`config.mk`:
```
export PLATFORM = sky130hd
export DESIGN_NAME = irq_autovec_arbiter
export DESIGN_NICKNAME = d
export VERILOG_FILES = /design/src/rtl/irq_arb_pkg.sv /design/src/rtl/irq_ack_ctrl.sv /design/src/rtl/irq_pend_dp.sv /design/src/rtl/irq_autovec_arbiter.sv
export SDC_FILE = /design/constraint.sdc
export NUM_CORES = 1
export LEC_CHECK = 0
export BUFFER_PORTS_ARGS = -buffer_cell sky130_fd_sc_hd__clkbuf_2
export CORE_AREA = 2 2 39 41
export DETAILED_ROUTE_END_ITERATION = 16
export DIE_AREA = 0 0 41 43
export PLACE_DENSITY = 0.38
export SYNTH_ARGS = -nofsm -noshare
export SYNTH_HDL_FRONTEND = slang
export SYNTH_HIERARCHICAL = 1
export SYNTH_SLANG_ARGS = --single-unit
```
`constraint.sdc`:
```
create_clock -name clk -period 1.4 [get_ports clk]
set_input_delay 0.42 -clock clk [delete_from_list [all_inputs] [get_ports clk]]
set_output_delay 0.42 -clock clk [all_outputs]
set_load 0.005 [all_outputs]
```
`src/rtl/irq_arb_pkg.sv`:
```
package irq_arb_pkg;

  typedef struct packed {
    logic clrH;
    logic clrV;
  } ackStrobe_t;

  typedef enum logic {
    ST_IDLE = 1'b0,
    ST_ACK  = 1'b1
  } ackState_t;

endpackage

```
`src/rtl/irq_ack_ctrl.sv`:
```
module irq_ack_ctrl
  import irq_arb_pkg::*;
#(
  parameter int LEVEL_W = 3,
  parameter int FC_W    = 3,
  parameter int H_LEVEL = 4,
  parameter int V_LEVEL = 6
) (
  input  logic               clk,
  input  logic               rstN,
  input  logic [FC_W-1:0]    cpuFc,
  input  logic               cpuAsN,
  input  logic [LEVEL_W-1:0] cpuAddr,
  output logic               vpaN,
  output logic               intAck,
  output ackStrobe_t         strobes
);

  localparam logic [LEVEL_W-1:0] H_CODE = LEVEL_W'(H_LEVEL);
  localparam logic [LEVEL_W-1:0] V_CODE = LEVEL_W'(V_LEVEL);

  ackState_t state, stateNext;
  logic      iackSeen;

  assign iackSeen = (cpuFc == {FC_W{1'b1}}) && !cpuAsN;

  always_comb begin
    stateNext = state;
    case (state)
      ST_IDLE: if (iackSeen) stateNext = ST_ACK;
      ST_ACK:  if (cpuAsN)   stateNext = ST_IDLE;
      default: stateNext = ST_IDLE;
    endcase
  end

  always_comb begin
    strobes.clrH = (state == ST_IDLE) && iackSeen && (cpuAddr == H_CODE);
    strobes.clrV = (state == ST_IDLE) && iackSeen && (cpuAddr == V_CODE);
  end

  always_ff @(posedge clk or negedge rstN) begin
    if (!rstN) state <= ST_IDLE;
    else       state <= stateNext;
  end

  assign intAck = (state == ST_ACK);
  assign vpaN   = (state != ST_ACK);

  assert_ack_needs_iack_R5: assert property (@(posedge clk) disable iff (!rstN)
    $rose(intAck) |-> $past((cpuFc == {FC_W{1'b1}}) && !cpuAsN));

  assert_drop_on_strobe_R7: assert property (@(posedge clk) disable iff (!rstN)
    (intAck && cpuAsN) |=> !intAck);

  assert_hold_while_strobe_R7: assert property (@(posedge clk) disable iff (!rstN)
    (intAck && !cpuAsN) |=> (intAck && !vpaN));

  assert_single_clear_R8: assert property (@(posedge clk) disable iff (!rstN)
    $onehot0({strobes.clrH, strobes.clrV}));

endmodule

```
`src/rtl/irq_pend_dp.sv`:
```
module irq_pend_dp
  import irq_arb_pkg::*;
#(
  parameter int LEVEL_W = 3,
  parameter int H_LEVEL = 4,
  parameter int V_LEVEL = 6
) (
  input  logic               clk,
  input  logic               rstN,
  input  logic               hRaise,
  input  logic               vRaise,
  input  logic               hEnable,
  input  logic               vEnable,
  input  ackStrobe_t         strobes,
  output logic [LEVEL_W-1:0] iplN
);

  localparam logic [LEVEL_W-1:0] H_CODE  = LEVEL_W'(H_LEVEL);
  localparam logic [LEVEL_W-1:0] V_CODE  = LEVEL_W'(V_LEVEL);
  localparam bit                 V_FIRST = (V_LEVEL >= H_LEVEL);

  logic               hPend, vPend;
  logic               hLive, vLive;
  logic [LEVEL_W-1:0] level;

  // A new request outranks a clear in the same cycle.
  always_ff @(posedge clk or negedge rstN) begin
    if (!rstN) begin
      hPend <= 1'b0;
      vPend <= 1'b0;
    end else begin
      hPend <= hRaise || (hPend && !strobes.clrH);
      vPend <= vRaise || (vPend && !strobes.clrV);
    end
  end

  assign hLive = hPend && hEnable;
  assign vLive = vPend && vEnable;

  generate
    if (V_FIRST) begin : g_vFirst
      always_comb begin
        if (vLive)      level = V_CODE;
        else if (hLive) level = H_CODE;
        else            level = '0;
      end
    end else begin : g_hFirst
      always_comb begin
        if (hLive)      level = H_CODE;
        else if (vLive) level = V_CODE;
        else            level = '0;
      end
    end
  endgenerate

  assign iplN = ~level;

  assert_h_pend_hold_R3: assert property (@(posedge clk) disable iff (!rstN)
    (hPend && !strobes.clrH) |=> hPend);

  assert_v_pend_hold_R3: assert property (@(posedge clk) disable iff (!rstN)
    (vPend && !strobes.clrV) |=> vPend);

  assert_masked_idle_R4: assert property (@(posedge clk) disable iff (!rstN)
    (!hEnable && !vEnable) |-> (iplN == {LEVEL_W{1'b1}}));

endmodule

```
`src/rtl/irq_autovec_arbiter.sv`:
```
module irq_autovec_arbiter
  import irq_arb_pkg::*;
#(
  parameter int LEVEL_W = 3,
  parameter int FC_W    = 3,
  parameter int H_LEVEL = 4,
  parameter int V_LEVEL = 6
) (
  input  logic               clk,
  input  logic               rstN,
  input  logic               hRaise,
  input  logic               vRaise,
  input  logic               hEnable,
  input  logic               vEnable,
  input  logic [FC_W-1:0]    cpuFc,
  input  logic               cpuAsN,
  input  logic [LEVEL_W-1:0] cpuAddr,
  output logic [LEVEL_W-1:0] iplN,
  output logic               vpaN,
  output logic               intAck
);

  ackStrobe_t strobes;

  irq_ack_ctrl #(
    .LEVEL_W(LEVEL_W), .FC_W(FC_W), .H_LEVEL(H_LEVEL), .V_LEVEL(V_LEVEL)
  ) u_ctrl (
    .clk(clk), .rstN(rstN), .cpuFc(cpuFc), .cpuAsN(cpuAsN),
    .cpuAddr(cpuAddr), .vpaN(vpaN), .intAck(intAck), .strobes(strobes)
  );

  irq_pend_dp #(
    .LEVEL_W(LEVEL_W), .H_LEVEL(H_LEVEL), .V_LEVEL(V_LEVEL)
  ) u_dp (
    .clk(clk), .rstN(rstN), .hRaise(hRaise), .vRaise(vRaise),
    .hEnable(hEnable), .vEnable(vEnable), .strobes(strobes), .iplN(iplN)
  );

  assert_vpa_with_intak_R6: assert property (@(posedge clk) disable iff (!rstN)
    $rose(intAck) |-> $fell(vpaN));

endmodule

```
==> impl_metrics.env <==
export IMPL_synth_nets=32
export IMPL_setup_worst_path_end_class="output port"
export IMPL_finalSetupViolCount=0
export IMPL_yosysSeqAreaShare=0.441
export IMPL_cts_tree="built"
export IMPL_gp_congestion=0.580
export IMPL_setup_slack_ns=0.0710
export IMPL_power_mw=0.284
export IMPL_synthDistinctLibCells=12
export IMPL_cts_sinks=3
export IMPL_clockRootBuffer="clkbuf_4"
export IMPL_min_period_ns=1.33
export IMPL_areaGrowthSynthToFinish_pct=75.7
export IMPL_dp_hpwl_um=350
export IMPL_die_width_um=41
export IMPL_cp_data_arrival_time_ns=0.91
export IMPL_synth_seq_cells=3
export IMPL_ant_nets=0
export IMPL_overflow=0
export IMPL_die_h_um=43
export IMPL_drt_iter0_drc=5
export IMPL_grt_pass1_vias=144
export IMPL_syn_area_um2=170
export IMPL_yosys_area_share_simple=0.213
export IMPL_synth_area_mux_share=0
export IMPL_tns_ns=0
export IMPL_ys_warn_count=6
export IMPL_wl_um=421
export IMPL_critPathBufInv=1
export IMPL_grt_setup_unrepaired="false"
export IMPL_crit_path_max_fanout=3
export IMPL_synth_compound_area_frac=0.191
export IMPL_period_share=0.949
export IMPL_final_setup_skew_ns=0.00720
export IMPL_postPlaceCellArea_um2=263
export IMPL_coreArea_mm2=0.00138
export IMPL_start_util=0.123
export IMPL_mostFrequentLayoutCells="clkbuf_2 (16), inv_1 (4), clkbuf_4 (3), dfrtp_1 (3)"
export IMPL_antenna_cells=0
export IMPL_drt_wirelength_per_cell_um=7.65
export IMPL_fin_cells=55
export IMPL_final_core_utilization=0.216
export IMPL_peakVddDrop_mv=0.295
export IMPL_slowest_delay_ns=0.39
export IMPL_worstPathRequired_ns=0.98
export IMPL_cp_cell_sequence="a22oi_2, clkbuf_2"
export IMPL_mostFrequentLayoutCell="clkbuf_2"
export IMPL_swShare=0.231
export IMPL_critPathKind="reg -> out"
export IMPL_cts_setup_buffers=0
export IMPL_grt_pass1_wl_um=552
export IMPL_power_frac_comb=0.133
export IMPL_cap_violations=0
export IMPL_hold_violations=0
export IMPL_max_freq_mhz=752
export IMPL_final_area_um2=299
export IMPL_holdCritPathClass="in -> reg"
export IMPL_die_area_mm2=0.00176
export IMPL_placedCellCount=50
export IMPL_power_density_mw_per_mm2=951
export IMPL_slew_violations=0
export IMPL_cts_buffers=3
export IMPL_synth_fa_ha_area_frac=0
export IMPL_synth_xor_xnor_area_share=0
export IMPL_power_internal_mw=0.219
export IMPL_slowest_stage="dfrtp_1"
export IMPL_clk_path_buf_depth=2
export IMPL_cp_top_family="flip-flops"
export IMPL_leakage_nw=0.146
export IMPL_io_buffers=16
export IMPL_antenna_found_initial=0
export IMPL_num_nets_final=53
export IMPL_postSynthCellCount=19
export IMPL_cp_start_kind="register"
export IMPL_clk_pin_slew_ns=0.04
export IMPL_gr_usage_all_layers=0.0542
export IMPL_drc=0
export IMPL_avgSynthCellArea_um2=8.96
export IMPL_power_switching_mw=0.0657
export IMPL_dp_slack_ns=0.00489
export IMPL_synth_top_family_by_area="simple AND/OR/NAND/NOR gates"
export IMPL_rows=14
export IMPL_io_pins=18
export IMPL_pwr_share_seq=0.318
export IMPL_cts_max_level=1
export IMPL_vias=200
export IMPL_grt_max_degree=4
export IMPL_dr_pass1_iters=3
export IMPL_drive_above_1_share=0.513
export IMPL_whs_ns=0.343
export IMPL_clk_insertion_delay_late_ns=0.24
export IMPL_viasPerCell=3.64
export IMPL_p_clk_frac=0.549
export IMPL_outcome="finished, final reports clean"
[sequential cells by signal, indices dropped and copies added, names as in the netlist]
signal         flops
u_dp/hPend         1
u_ctrl/intAck      1
u_dp/vPend         1
[routing by layer]
metal	GRT usage	share of wire
met3	0.0628	0.18
met2	0.0375	0.33
met5	0	0
met4	0.0400	0
met1	0.0772	0.49
[logic make-up after synthesis]
group / Yosys count
AO/OA/AOI/OAI: 4
buffers and inverters: 5
flip-flops: 3
other: 1
AND/OR/NAND/NOR: 6
[final timing paths]
| path | startpoint | end | slack (ns) | cells past startpoint |
|---|---|---|---|---|
| setup / recovery | u_dp/vPend | iplN[2] | 0.07 | 2 |
| hold / removal | cpuAsN | u_ctrl/intAck | 0.34 | 2 |
| setup reg to reg | u_ctrl/intAck | u_dp/hPend | 0.27 | 4 |
| hold reg to reg | u_dp/hPend | u_dp/hPend | 0.49 | 1 |
| max in group asynchronous | rstN | u_dp/vPend | 0.76 | 2 |
| min in group asynchronous | rstN | u_dp/hPend | 0.51 | 2 |
[repair_timing]
item                                   4_1_cts  5_1_grt
gates resized for setup                      0        0
endpoints found under the hold margin        3        0
hold buffers                                 1        0
[worst register-to-register path, stage by stage (launching register included)]
cell	delay, ns
dfrtp_1	0.38
nand4b_1	0.20
nor3_1	0.20
inv_1	0.07
a21o_1	0.17
[power by group through the flow]
stage / Combinational [mW] / Sequential [mW] / Clock (mW)
after floorplan: 0.0118 / 0.0915 / 0
after global placement: 0.0362 / 0.0916 / 0
after detailed placement: 0.0363 / 0.0916 / 0
after CTS: 0.0386 / 0.0904 / 0.165
after global routing: 0.0429 / 0.0906 / 0.171
final: 0.0380 / 0.0904 / 0.156
[cells in the mapped netlist, drive strengths merged]
cell type,n,area share
nand4b,1,0.051
nor3,2,0.059
or3b,1,0.051
inv,4,0.088
a21o,2,0.088
conb,1,0.022
a22oi,1,0.074
nand3,1,0.029
buf,1,0.044
a21oi,1,0.029
dfrtp,3,0.44
nand2,1,0.022
[layout make-up]
cell class | instances | area, µm²
fillers | 149 | 1080
repair buffers | 17 | 90.1
flip-flops and latches | 3 | 75.1
multi-input cells | 11 | 72.6
clock buffers | 4 | 26.3
well taps | 16 | 20.0
inverters | 4 | 15.0
Power figures use the tool's default switching activity.
